===== src/rtl/xb_pkg.sv =====
package xb_pkg;
  localparam int WORD_W     = 64;
  localparam int FLT_RD_BIT = 1;
  localparam int FLT_WR_BIT = 2;
  localparam int GLOB_BIT   = 4;
  localparam int GH_LO      = 5;
  localparam int GH_W       = 2;
  localparam int RD_LO      = 8;
  localparam int WR_LO      = 12;
  localparam int PERM_W     = 4;
  localparam int PPN_LO     = 32;
  localparam int PPN_W      = 27;
endpackage


===== src/rtl/xb_match.sv =====
module xb_match #(
  parameter int N     = 8,
  parameter int VPN_W = 12,
  parameter int ASN_W = 7
) (
  input  logic [N-1:0]             valid,
  input  logic [N-1:0][VPN_W-1:0]  vpn_arr,
  input  logic [N-1:0][ASN_W-1:0]  asn_arr,
  input  logic [N-1:0]             glob,
  input  logic [VPN_W-1:0]         key_vpn,
  input  logic [ASN_W-1:0]         key_asn,
  input  logic                     key_glob,
  output logic [N-1:0]             hit
);
  for (genvar i = 0; i < N; i++) begin : g_cmp
    assign hit[i] = valid[i] && (vpn_arr[i] == key_vpn) &&
                    ((asn_arr[i] == key_asn) || glob[i] || key_glob);
  end
endmodule


===== src/rtl/xb_pick.sv =====
module xb_pick #(
  parameter int N     = 8,
  parameter int IDX_W = 3
) (
  input  logic [N-1:0]     req,
  output logic             any,
  output logic [IDX_W-1:0] idx
);
  always_comb begin
    idx = '0;
    for (int i = N - 1; i >= 0; i--) begin
      if (req[i]) idx = IDX_W'(i);
    end
  end
  assign any = |req;
endmodule


===== src/rtl/xb_victim.sv =====
module xb_victim #(
  parameter int N     = 8,
  parameter int IDX_W = 3
) (
  input  logic             clk,
  input  logic             rst_n,
  input  logic             adv,
  output logic [IDX_W-1:0] ptr
);
  logic [IDX_W-1:0] ptr_q, ptr_d;

  always_comb begin
    ptr_d = ptr_q;
    if (adv) ptr_d = (ptr_q == IDX_W'(N - 1)) ? '0 : ptr_q + 1'b1;
  end

  always_ff @(posedge clk or negedge rst_n) begin
    if (!rst_n) ptr_q <= '0;
    else if (adv) ptr_q <= ptr_d;
  end

  assign ptr = ptr_q;
endmodule


===== src/rtl/xlate_buf.sv =====
module xlate_buf
  import xb_pkg::*;
#(
  parameter int N         = 8,
  parameter int VPN_W     = 12,
  parameter int ASN_W     = 7,
  parameter int INSN_SIDE = 0
) (
  input  logic               clk,
  input  logic               rst_n,
  input  logic               stage_we,
  input  logic [WORD_W-1:0]  stage_word,
  input  logic               tag_we,
  input  logic [VPN_W-1:0]   tag_vpn,
  input  logic [ASN_W-1:0]   cur_asn,
  input  logic               flush_all,
  input  logic               flush_proc,
  input  logic               flush_one,
  input  logic [VPN_W-1:0]   flush_vpn,
  input  logic [VPN_W-1:0]   look_vpn,
  output logic               look_hit,
  output logic [PPN_W-1:0]   look_ppn,
  output logic [PERM_W-1:0]  look_rd_en,
  output logic [PERM_W-1:0]  look_wr_en,
  output logic               look_flt_rd,
  output logic               look_flt_wr,
  output logic               look_glob,
  output logic               fill_err
);
  localparam int IDX_W = (N > 1) ? $clog2(N) : 1;

  logic [N-1:0]              valid_q, valid_d;
  logic [N-1:0][VPN_W-1:0]   vpn_q, vpn_d;
  logic [N-1:0][ASN_W-1:0]   asn_q, asn_d;
  logic [N-1:0][PPN_W-1:0]   ppn_q, ppn_d;
  logic [N-1:0][PERM_W-1:0]  rd_q, rd_d, wr_q, wr_d;
  logic [N-1:0]              frd_q, frd_d, fwr_q, fwr_d, glob_q, glob_d;
  logic [WORD_W-1:0]         stage_q, stage_d;
  logic                      err_q, err_d;

  // Fields decoded from the staged word
  logic                      gh_bad, new_glob;
  logic [PERM_W-1:0]         new_wr;
  assign gh_bad   = |stage_q[GH_LO +: GH_W];
  assign new_glob = stage_q[GLOB_BIT];
  assign new_wr   = (INSN_SIDE != 0) ? '0 : stage_q[WR_LO +: PERM_W];

  // Three comparators: lookup, single flush, fill
  logic [N-1:0] lk_hit_vec, one_hit, fl_hit;
  xb_match #(.N(N), .VPN_W(VPN_W), .ASN_W(ASN_W)) u_lk (
    .valid(valid_q), .vpn_arr(vpn_q), .asn_arr(asn_q), .glob(glob_q),
    .key_vpn(look_vpn), .key_asn(cur_asn), .key_glob(1'b0), .hit(lk_hit_vec));
  xb_match #(.N(N), .VPN_W(VPN_W), .ASN_W(ASN_W)) u_one (
    .valid(valid_q), .vpn_arr(vpn_q), .asn_arr(asn_q), .glob(glob_q),
    .key_vpn(flush_vpn), .key_asn(cur_asn), .key_glob(1'b0), .hit(one_hit));
  xb_match #(.N(N), .VPN_W(VPN_W), .ASN_W(ASN_W)) u_fl (
    .valid(valid_q), .vpn_arr(vpn_q), .asn_arr(asn_q), .glob(glob_q),
    .key_vpn(tag_vpn), .key_asn(cur_asn), .key_glob(new_glob), .hit(fl_hit));

  logic             lk_any, fl_any;
  logic [IDX_W-1:0] lk_idx, fl_idx, rr_ptr, tgt;
  xb_pick #(.N(N), .IDX_W(IDX_W)) u_pk_lk (.req(lk_hit_vec), .any(lk_any), .idx(lk_idx));
  xb_pick #(.N(N), .IDX_W(IDX_W)) u_pk_fl (.req(fl_hit), .any(fl_any), .idx(fl_idx));

  logic flush_any, fill_ok, rr_adv;
  assign flush_any = flush_all | flush_proc | flush_one;
  assign fill_ok   = tag_we & ~gh_bad & ~flush_any;
  assign rr_adv    = fill_ok & ~fl_any;
  assign tgt       = fl_any ? fl_idx : rr_ptr;

  xb_victim #(.N(N), .IDX_W(IDX_W)) u_rr (
    .clk(clk), .rst_n(rst_n), .adv(rr_adv), .ptr(rr_ptr));

  // Next state
  always_comb begin
    valid_d = valid_q; vpn_d = vpn_q; asn_d = asn_q; ppn_d = ppn_q;
    rd_d = rd_q; wr_d = wr_q; frd_d = frd_q; fwr_d = fwr_q; glob_d = glob_q;
    stage_d = stage_we ? stage_word : stage_q;
    err_d   = tag_we & gh_bad;
    if (flush_all) begin
      valid_d = '0;
    end else if (flush_proc) begin
      valid_d = valid_q & glob_q;
    end else if (flush_one) begin
      valid_d = valid_q & ~one_hit;
    end else if (fill_ok) begin
      valid_d      = valid_q & ~fl_hit;
      valid_d[tgt] = 1'b1;
      vpn_d[tgt]   = tag_vpn;
      asn_d[tgt]   = cur_asn;
      ppn_d[tgt]   = stage_q[PPN_LO +: PPN_W];
      rd_d[tgt]    = stage_q[RD_LO +: PERM_W];
      wr_d[tgt]    = new_wr;
      frd_d[tgt]   = stage_q[FLT_RD_BIT];
      fwr_d[tgt]   = stage_q[FLT_WR_BIT];
      glob_d[tgt]  = new_glob;
    end
  end

  // Registers
  always_ff @(posedge clk or negedge rst_n) begin
    if (!rst_n) begin
      valid_q <= '0; vpn_q <= '0; asn_q <= '0; ppn_q <= '0;
      rd_q <= '0; wr_q <= '0; frd_q <= '0; fwr_q <= '0; glob_q <= '0;
      stage_q <= '0; err_q <= 1'b0;
    end else begin
      valid_q <= valid_d;
      err_q   <= err_d;
      if (stage_we) stage_q <= stage_d;
      if (fill_ok) begin
        vpn_q <= vpn_d; asn_q <= asn_d; ppn_q <= ppn_d; rd_q <= rd_d;
        wr_q <= wr_d; frd_q <= frd_d; fwr_q <= fwr_d; glob_q <= glob_d;
      end
    end
  end

  // Lookup outputs
  assign look_hit    = lk_any;
  assign look_ppn    = lk_any ? ppn_q[lk_idx] : '0;
  assign look_rd_en  = lk_any ? rd_q[lk_idx]  : '0;
  assign look_wr_en  = lk_any ? wr_q[lk_idx]  : '0;
  assign look_flt_rd = lk_any & frd_q[lk_idx];
  assign look_flt_wr = lk_any & fwr_q[lk_idx];
  assign look_glob   = lk_any & glob_q[lk_idx];
  assign fill_err    = err_q;
endmodule


===== config.mk =====
export PLATFORM = sky130hd
export DESIGN_NAME = xlate_buf
export DESIGN_NICKNAME = d
export VERILOG_FILES = /design/src/rtl/xb_pkg.sv /design/src/rtl/xb_match.sv /design/src/rtl/xb_pick.sv /design/src/rtl/xb_victim.sv /design/src/rtl/xlate_buf.sv
export SDC_FILE = /design/constraint.sdc
export NUM_CORES = 1
export LEC_CHECK = 0
export BUFFER_PORTS_ARGS = -buffer_cell sky130_fd_sc_hd__buf_2
export CORE_ASPECT_RATIO = 2
export CORE_UTILIZATION = 65
export CTS_CLUSTER_SIZE = 16
export DETAILED_ROUTE_END_ITERATION = 8
export HOLD_SLACK_MARGIN = 0.15
export MAX_ROUTING_LAYER = met4
export PLACE_DENSITY = 0.95
export SETUP_SLACK_MARGIN = 0.5
export SKIP_LAST_GASP = 1
export SLEW_MARGIN = 20
export SYNTH_ARGS = -nofsm -noshare
export SYNTH_HDL_FRONTEND = slang
export SYNTH_HIERARCHICAL = 1
export SYNTH_SLANG_ARGS = --single-unit

===== constraint.sdc =====
create_clock -name clk -period 4.6 [get_ports clk]
set_input_delay 0 -clock clk [delete_from_list [all_inputs] [get_ports clk]]
set_output_delay 0 -clock clk [all_outputs]
set_load 0.03 [all_outputs]

==> results.toml, run 1 <==
[floorplanning]
die_area_sq_um = 44300
io_pins = 154
floorplan.initialDensity_pct = 66.1
fp.coreArea_sq_um = 42700
chipWidth_um = 149
fp-row-count = 107
die_height_um = 297

[layout]
final_layout_size_suffix_gt1_share_pct = 36.5
postLayoutCoreUtil_pct = 75.4
design_area_sq_um = 32200
fin_nets = 2371
area_grow_syn2layout_pct = 14.0
layout_commonest_cell = "dfrtp_1"
num-fill-cells = 2419
finalNonFillerCells = 2834
final_cell_mix = "507 x dfrtp_1, 360 x xor2_1, 277 x mux2_2, 132 x mux2_1, 126 x buf_2"

[sta]
period_share_pct = 89.0
post_route_setup_slack_ns = 0.504
maxSlewViolCount = 0
hold_slack_ns = 0.182
setup_viol_count_final = 0
grt_setup_unrepaired = "true"
final.min_clock_period_ns = 4.10
timing.slew.headroom_pct = 31.9
final_hold_viol_count = 0
max_clock_freq_ghz = 0.244
fin_tns_setup_ns = 0
max_slew.worst_pin.slew_ns = 1.01
clock_skew_ns = 0.0247

[critical_path]
critical_path.endpoint_type = "primary output"
cpPeakStageDelay_ns = 0.55
critical_path.max_fanout = 9
criticalPathCategory = "register to primary output"
critical-path-slowest-cell = "mux4_2"
critical_path.startpoint_type = "register"
timing.critical_path.arrival_ns = 4.10
timing.reg2reg.setup_slack_ns = 0.55
worstPathRequired_ns = 4.60
rr_worst_depth = 14
critical_path.cell_chain = "xor2_1 > nor4_2 > nand4_1 > nor3_2 > nor2b_4 > o21bai_2 > o41ai_4 > buf_6 > buf_4 > mux4_2 > mux2i_1 > nor2b_1 > buf_2"

[placement]
dpl.hpwl_mm = 49.7
number_of_port_buffers = 129
post-place-ws_ns = 0.374
post-place-cells = 2660
placement.cell_area_sq_um = 29400
place.gp.congestion = 0.979

[worst_hold_path]
class_of_the_worst_hold_path = "primary input to register"
whs_path_depth = 3

[yosys]
synthesis.area_sq_um = 28200
netlist-cell-type-count = 51
synth_top_cell_by_area = "dfrtp_1"
asyncSetResetFlopFracSynth_pct = 100
fraction_of_synthesized_cell_area_taken_by_the_top_area_cell_type_pct = 45.0
synth_edf_count = 0
ys_ff_latch = 508
synthCells = 2061
yosysSeqAreaShare_pct = 45.0
synth_area_leaders = "dfrtp_1 45%, xor2_1 11%, mux2_2 11%"
yosys_most_used_dff = "dfrtp_1"
count_of_yosys_warnings_during_synthesis = 6
post_synth.cell_area_avg_sq_um = 13.7

[global_routing]
groute.usage.overall_pct = 39.2
grt_pass1_vias = 20798
grt_max_degree = 152
grt_first_pass_wirelength_mm = 125
overflow = 0
number_of_antenna_violations_at_the_first_check_in_global_routing = 0

[detailed_routing]
drc_errors = 0
drt-total-wl_mm = 83.2
average_via_count_per_standard_cell = 6.66
initialDrtViolationCount = 1309
routed-via-count = 18887
routed_wire_length_per_instance_um = 29.4
ant_nets = 0
drt-pass1-iter-count = 5

[cts]
clock_latency_at_the_later_pin_of_the_worst_skew_pair_ns = 0.59
htree_num_levels = 2
tritoncts.num_buffers = 45
cts-root-buf = "clkbuf_16"
clock-sinks = 508
cts.reportedPaths.clkPinSlew_ns = 0.06
cts_tree = "done"
ctsLongestPathBuffers = 3

[power_and_ir_drop]
leakagePower_nw = 15.6
p_total_mw = 11.2
pwrdens_nw_per_um2 = 347
ir_drop_mv = 0.379

[outcome]
run_status = "complete, no violations"

[flow_run]
max_cap_viol_count = 0
==> synth_stat cells (4+ instances only) <==
| library cell | n |
|---|---|
| mux4_2 | 76 |
| nor3_1 | 25 |
| nor2_1 | 9 |
| nor4_1 | 48 |
| a211oi_1 | 24 |
| mux2i_1 | 46 |
| buf_2 | 57 |
| inv_1 | 4 |
| and3b_1 | 4 |
| xnor2_1 | 96 |
| o211ai_1 | 6 |
| nor3_2 | 26 |
| a21oi_1 | 10 |
| nand2_1 | 5 |
| nand3_1 | 27 |
| nand4_1 | 24 |
| a21o_1 | 7 |
| buf_6 | 49 |
| nand3b_1 | 9 |
| xor2_1 | 360 |
| clkbuf_1 | 15 |
| o21ai_0 | 4 |
| mux2_2 | 277 |
| buf_4 | 12 |
| mux2_1 | 132 |
| nor2b_1 | 41 |
| buf_1 | 8 |
| a22oi_1 | 7 |
| nor4_2 | 26 |
| dfrtp_1 | 508 |
| mux2_4 | 90 |
==> timing repair <==
item,in CTS,in global routing
endpoints found under the hold margin,370,0
setup endpoints to repair,89,436
gates cloned,3,3
hold buffers,66,0
gates resized for setup,17,39
setup buffers,12,9
pin swaps,6,9
==> power breakdown <==
| group | switching, mW | leakage (nW) | internal (mW) |
|---|---|---|---|
| registers | 0.524 | 6.89 | 4.90 |
| clock network | 1.78 | 0.723 | 2.14 |
| logic | 0.887 | 7.99 | 0.949 |
| total | 3.20 | 15.6 | 7.99 |
==> layout make-up <==
cell class                      count  area [sq um]  area share (%)
Multi-Input combinational cell   1410         14800            46.0
Clock buffer                       65          1290            4.01
Inverter                            4          15.0          0.0466
Timing Repair Buffer              286          2490            7.73
Tap cell                          545           682            2.12
Sequential cell                   508         12700            39.5
Clock inverter                     15           195           0.606
Antenna cell                        1          2.50         0.00777
==> registers in the layout, summed over array words and instances (netlist names) <==
| name | cells |
|---|---|
| vpn_q | 96 |
| u_rr/ptr | 3 |
| rd_q | 32 |
| ppn_q | 216 |
| frd_q | 8 |
| stage_q | 40 |
| fwr_q | 8 |
| valid_q | 8 |
| wr_q | 32 |
| fill_err | 1 |
| glob_q | 8 |
| asn_q | 56 |
==> cell families (layout without fill, tap and decap cells) <==
family | count (synthesis) | in the layout | share of synthesized area, %
AOI/OAI and AO/OA | 69 | 69 | 1.72
adders and majority gates | 2 | 2 | 0.0886
other | 1 | 3 | 0.0133
and+or+nand+nor | 258 | 259 | 6.48
muxes | 622 | 622 | 28.9
xor gates and xnor gates | 456 | 456 | 14.1
buffers and inverters | 145 | 370 | 3.64
DFF | 508 | 508 | 45.0
==> worst max-delay path, delay by kind of cell (launching register included) <==
family          cells  cell delay (ns)
compound gates      2             0.16
simple gates        5             1.24
xor+xnor            1             0.17
buf+inv             3             0.69
mux                 2             0.81
flops               1             0.42
==> path summary, 6_finish.rpt <==
| path | endpoint | from |
|---|---|---|
| setup / recovery | look_rd_en[0] | vpn_q[36] |
| hold / removal | stage_q[35] | stage_word[35] |
| setup reg to reg | asn_q[13] | vpn_q[34] |
| hold reg to reg | ppn_q[83] | ppn_q[83] |
| max in group asynchronous | ppn_q[207] | rst_n |
| min in group asynchronous | stage_q[32] | rst_n |
==> per-layer routing <==
layer,routed length [um],up-vias,GRT usage [%],share of wire [%]
li1,-,7755,-,-
met1,28000,9800,40.5,34
met2,43000,925,64.5,52
met3,4560,407,6.54,5.5
met4,7640,0,31.9,9.2
met5,0,-,-,0
Power figures use the tool's default switching activity.
==> run 2, diff against run 1 <==
==> constraint.sdc (replaced) <==
create_clock -name clk -period 4.9 [get_ports clk]
set_input_delay 0 -clock clk [delete_from_list [all_inputs] [get_ports clk]]
set_output_delay 0 -clock clk [all_outputs]
set_load 0.03 [all_outputs]
==> run 2 against run 1 <==
  * Sequential power is 6.1% lower
  * Die area stayed put
  * Wire length is 3.9% lower
  * Total power is 5.6% lower
  * Design area is 1.7% lower
  * Register-to-register slack better by 0.08 ns
  * Clock skew is 0.0085 ns higher
  * Flip-flop and latch count stayed put
  * Sequential share of layout area is 0.66 points higher
  * Cell count is 1.4% lower
  * Critical path type is now primary input to primary output
  * Critical endpoint is now look_ppn[12]
  * Largest cell class unchanged
==> results.toml, run 2 (synthesis results as in run 1) <==
[floorplanning]
io_pins = 154
floorplan.initialDensity_pct = 66.1
fp-row-count = 107
die_area_sq_um = 44300
chipWidth_um = 149
fp.coreArea_sq_um = 42700
die_height_um = 297

[cts]
tritoncts.num_buffers = 44
cts.reportedPaths.clkPinSlew_ns = 0.07
cts-root-buf = "clkbuf_16"
ctsLongestPathBuffers = 3
cts_tree = "done"
htree_num_levels = 2
clock-sinks = 508
clock_latency_at_the_later_pin_of_the_worst_skew_pair_ns = 0.60

[sta]
fin_tns_setup_ns = 0
maxSlewViolCount = 0
max_slew.worst_pin.slew_ns = 1.02
timing.slew.headroom_pct = 31.9
final_hold_viol_count = 0
max_clock_freq_ghz = 0.230
grt_setup_unrepaired = "true"
setup_viol_count_final = 0
post_route_setup_slack_ns = 0.548
period_share_pct = 88.8
clock_skew_ns = 0.0332
final.min_clock_period_ns = 4.35

[critical_path]
critical_path.max_fanout = 17
timing.critical_path.depth = 15
timing.reg2reg.setup_slack_ns = 0.63
path_delay_family = "buffers and inverters"
cpPeakStageDelay_ns = 0.57
worstPathRequired_ns = 4.90
rr_worst_depth = 12
timing.critical_path.arrival_ns = 4.35
cp_num_buf_inv = 6
critical-path-slowest-cell = "mux4_2"
critical_path.cell_chain = "dlygate4sd3_1 > clkbuf_4 > buf_4 > xor2_1 > nor4_1 > a211oi_1 > nor3_4 > a21oi_1 > o41ai_4 > clkbuf_16 > buf_6 > mux4_2 > mux2i_1 > nor2b_1 > buf_2"
critical_path.startpoint_type = "primary input"
critical_path.endpoint_type = "primary output"
criticalPathCategory = "primary input to primary output"

[placement]
dpl.hpwl_mm = 49.1
post-place-ws_ns = 0.765
post-place-cells = 2643
number_of_port_buffers = 129
place.gp.congestion = 0.971

[layout]
largest_register_ff_count = 216
final_cell_mix = "508 x dfrtp_1, 360 x xor2_1, 277 x mux2_2, 132 x mux2_1, 123 x buf_2"
area_grow_syn2layout_pct = 12.1
fin_nets = 2331
postLayoutCoreUtil_pct = 74.1
final_layout_size_suffix_gt1_share_pct = 34.4
largest_registers = "ppn_q: 216 flops, vpn_q: 96 flops, asn_q: 56 flops"
top_register = "ppn_q"
finalNonFillerCells = 2793
layout_commonest_cell = "dfrtp_1"
num-fill-cells = 2468

[global_routing]
grt_max_degree = 153
groute.usage.overall_pct = 38.5
grt_pass1_vias = 20421
overflow = 0
grt_first_pass_wirelength_mm = 123
number_of_antenna_violations_at_the_first_check_in_global_routing = 2

[detailed_routing]
drt-pass1-iter-count = 5
routed_wire_length_per_instance_um = 28.6
initialDrtViolationCount = 1265
routed-via-count = 18622
drc_errors = 0
drt-total-wl_mm = 80.0
ant_nets = 0
average_via_count_per_standard_cell = 6.67

[worst_hold_path]
class_of_the_worst_hold_path = "primary input to register"
whs_path_depth = 3

[power_and_ir_drop]
ir_drop_mv = 0.350
leakagePower_nw = 15.4
p_total_mw = 10.6
pwrdens_nw_per_um2 = 334

[outcome]
run_status = "complete, no violations"

[flow_run]
max_cap_viol_count = 0
[run 2: layout make-up]
cell class,count,area (sq um),share of cell area (%)
clock inverter,12,250,0.790
tap,545,682,2.15
multi-input combinational,1409,14700,46.3
timing repair buffer,248,2060,6.50
antenna,1,2.50,0.00790
sequential,508,12700,40.2
inverter,4,15.0,0.0474
clock buffer,66,1270,4.02
[run 2: metal layers]
metal / wire length (um) / share of wire, % / vias to the layer above / track usage, %
met3: 4940 / 6.2 / 429 / 6.53
li1: - / - / 7660 / -
met5: 0 / 0 / - / -
met2: 41000 / 51 / 967 / 62.2
met1: 26800 / 34 / 9566 / 41.3
met4: 7230 / 9.0 / 0 / 30.8
[run 2: worst paths after layout]
check                               startpoint            to
worst max-delay path                cur_asn[1]  look_ppn[12]
worst min-delay path            stage_word[53]   stage_q[53]
min in group asynchronous                rst_n    ppn_q[135]
worst min register to register       ppn_q[98]     ppn_q[98]
worst max register to register       vpn_q[94]     vpn_q[72]
max in group asynchronous                rst_n     asn_q[24]
[run 2: what timing repair did]
item | 4_1_cts | 5_1_grt
setup buffers | 3 | 0
hold buffers | 66 | 0
endpoints found under the hold margin | 278 | 0
resized for setup | 6 | 15
pin swaps | 2 | 6
gates cloned | 1 | 0
setup endpoints to repair | 23 | 195
[run 2: per-stage QoR]
step	instance area [sq um]	hold slack, ns
2_1_floorplan	28200	-0.296
3_3_place_gp	29300	0.0855
3_5_place_dp	29300	0.116
4_1_cts	31600	0.164
5_1_grt	31700	0.174
6_report	31700	0.168
[run 2: worst reg2reg max path: stages (launching register included)]
cell,delay (ns)
dfrtp_1,0.43
xor2_1,0.16
nor4_1,0.48
nand3_1,0.40
nor3_2,0.39
a21oi_1,0.12
o41ai_1,0.35
buf_4,0.22
and3b_1,0.22
or2_2,0.36
nand2_4,0.36
buf_4,0.29
mux2_1,0.35
[run 2: power by group]
group | internal (mW) | total [mW] | leakage (nW) | switching [mW]
Combinational | 0.879 | 1.70 | 7.72 | 0.819
Sequential | 4.60 | 5.09 | 6.90 | 0.488
Clock | 2.13 | 3.77 | 0.744 | 1.64
==> run 3, diff against run 2 <==
--- a/config.mk
+++ b/config.mk
@@ -7,12 +7,12 @@
 export LEC_CHECK = 0
 export BUFFER_PORTS_ARGS = -buffer_cell sky130_fd_sc_hd__buf_2
 export CORE_ASPECT_RATIO = 2
-export CORE_UTILIZATION = 65
+export CORE_UTILIZATION = 56
 export CTS_CLUSTER_SIZE = 16
 export DETAILED_ROUTE_END_ITERATION = 8
 export HOLD_SLACK_MARGIN = 0.15
 export MAX_ROUTING_LAYER = met4
-export PLACE_DENSITY = 0.95
+export PLACE_DENSITY = 0.89
 export SETUP_SLACK_MARGIN = 0.5
 export SKIP_LAST_GASP = 1
 export SLEW_MARGIN = 20
==> constraint.sdc (replaced) <==
create_clock -name clk -period 3.87 [get_ports clk]
set_input_delay 0 -clock clk [delete_from_list [all_inputs] [get_ports clk]]
set_output_delay 0 -clock clk [all_outputs]
set_load 0.03 [all_outputs]
==> run 3 against run 2 <==
  * The run now ends with negative setup slack left
  * Wire length rose by 13%
  * Hold slack improved by 0.0031 ns
  * Flip-flop and latch count stayed put
  * Clock power up 31%
  * Sequential power up 27%
  * Register-to-register slack worse by 0.39 ns
  * Cell count increased by 9.3%
  * Design area up 8.4%
  * Global-route usage is 3.2 points lower
==> results.toml, run 3 (synthesis results as in run 1) <==
[sta]
post_route_setup_slack_ns = -0.240
maxSlewViolCount = 0
timing.slew.headroom_pct = 23.2
fin_tns_setup_ns = -2.04
final_hold_viol_count = 0
clock_skew_ns = 0.0231
period_share_pct = 106
setup_viol_count_final = 31
final.min_clock_period_ns = 4.11
max_slew.worst_pin.slew_ns = 1.14
max_clock_freq_ghz = 0.243
grt_setup_unrepaired = "true"

[layout]
area_grow_syn2layout_pct = 21.6
postLayoutCoreUtil_pct = 68.8
final_cell_mix = "499 x dfrtp_1, 357 x xor2_1, 274 x mux2_2, 130 x mux2_1, 122 x buf_4"
largest_registers = "ppn_q: 216 flops, vpn_q: 96 flops, asn_q: 56 flops"
finalNonFillerCells = 3052
top_register = "ppn_q"
fin_nets = 2485
final_layout_size_suffix_gt1_share_pct = 40.4
design_area_sq_um = 34300
layout_commonest_cell = "dfrtp_1"
largest_register_ff_count = 216

[floorplanning]
io_pins = 154
chipWidth_um = 161
die_height_um = 320
die_area_sq_um = 51400
floorplan.initialDensity_pct = 56.5
fp-row-count = 116
fp.coreArea_sq_um = 49900

[cts]
cts_tree = "done"
cts.reportedPaths.clkPinSlew_ns = 0.07
ctsLongestPathBuffers = 3
tritoncts.num_buffers = 45
clock_latency_at_the_later_pin_of_the_worst_skew_pair_ns = 0.61
clock-sinks = 508
cts-root-buf = "clkbuf_16"
htree_num_levels = 2

[global_routing]
groute.usage.overall_pct = 35.3
grt_pass1_vias = 21249
overflow = 0
number_of_antenna_violations_at_the_first_check_in_global_routing = 1
grt_max_degree = 104
grt_first_pass_wirelength_mm = 131

[outcome]
run_status = "finished, violations left"
failed_checks = "negative setup slack"

[critical_path]
critical_path.startpoint_type = "register"
critical-path-slowest-cell = "mux4_2"
critical_path.max_fanout = 7
cpPeakStageDelay_ns = 0.54
path_delay_family = "buffers and inverters"
criticalPathCategory = "register to primary output"
worstPathRequired_ns = 3.87
rr_worst_depth = 15
cp_num_buf_inv = 5
critical_path.endpoint_type = "primary output"
timing.critical_path.arrival_ns = 4.11
critical_path.cell_chain = "xor2_1 > nor4_2 > buf_4 > a211oi_4 > nor3_2 > nor2b_2 > o21bai_1 > o41ai_2 > buf_6 > buf_12 > buf_4 > mux4_2 > mux2i_1 > nor2b_2 > buf_6"
timing.critical_path.depth = 15

[detailed_routing]
drt-total-wl_mm = 90.0
drc_errors = 0
drt-pass1-iter-count = 5
routed_wire_length_per_instance_um = 29.5
average_via_count_per_standard_cell = 6.40
ant_nets = 0
routed-via-count = 19535
initialDrtViolationCount = 1409

[placement]
dpl.hpwl_mm = 53.0
placement.cell_area_sq_um = 30100
number_of_port_buffers = 129
post-place-cells = 2816
post-place-ws_ns = 0.0999
place.gp.congestion = 0.981

[power_and_ir_drop]
ir_drop_mv = 0.423
leakagePower_nw = 16.5
pwrdens_nw_per_um2 = 401

[flow_run]
max_cap_viol_count = 0

[worst_hold_path]
whs_path_depth = 3
class_of_the_worst_hold_path = "primary input to register"
-- run 3: cell count changes in the layout (fill, tap and decap cells not counted), moves of 9 or more --
cell,delta
dfrtp_2,+9
nor2b_1,-9
buf_2,-26
a211oi_1,-10
buf_6,+21
buf_12,+21
dlygate4sd3_1,+21
buf_4,+96
buf_16,+9
dfrtp_1,-9
mux2i_1,-10
-- run 3: final timing paths --
kind | from | endpoint | slack, ns
min | stage_word[36] | stage_q[36] | 0.17
min reg2reg | ppn_q[207] | ppn_q[207] | 0.48
max in group asynchronous | rst_n | asn_q[32] | 1.63
min in group asynchronous | rst_n | asn_q[19] | 0.58
max | asn_q[23] | look_ppn[9] | -0.24
max reg2reg | asn_q[35] | wr_q[13] | 0.24
-- run 3: final cells by class --
cell class	instances	area, sq um
well taps	649	812
diodes	1	2.50
clock inverters	20	315
repair buffers	401	4130
fillers	3223	15600
inverters	4	15.0
multi-input cells	1409	15100
flip-flops and latches	508	12700
clock buffers	60	1250
-- run 3: what timing repair did --
action                                  CTS  global route
endpoints found under the hold margin   415             0
hold buffers                             88             0
pin swaps                                36            27
buffers inserted                         32            14
endpoints found under the setup margin  493           494
gates cloned                             16             5
gates resized for setup                  86           121
-- run 3: metrics by stage --
step / power, mW / hold WS, ns
detailed placement: 8.52 / 0.147
global route: 14.1 / 0.168
finish: 13.8 / 0.171
floorplan: 7.79 / -0.296
CTS: 13.5 / 0.154
global placement: 8.32 / 0.124
-- run 3: metal layers --
layer,wire length [um],global-route usage (%),vias to the layer above
li1,-,-,7975
met1,29500,35.7,10023
met2,45900,60.2,1042
met3,5400,5.06,495
met4,9220,29.3,0
met5,0,-,-
-- run 3: worst min-delay path, cell delays in order --
cell and delay, ns:
dlygate4sd3_1 0.51, buf_2 0.09, mux2_2 0.13
-- run 3: where the power goes --
part           switching, mW  total [mW]  leakage [nW]  internal (mW)
Sequential             0.627        6.45          6.88           5.83
Combinational           1.13        2.38          8.87           1.25
Clock                   2.16        4.93         0.758           2.77
Total                   3.93        13.8          16.5           9.84
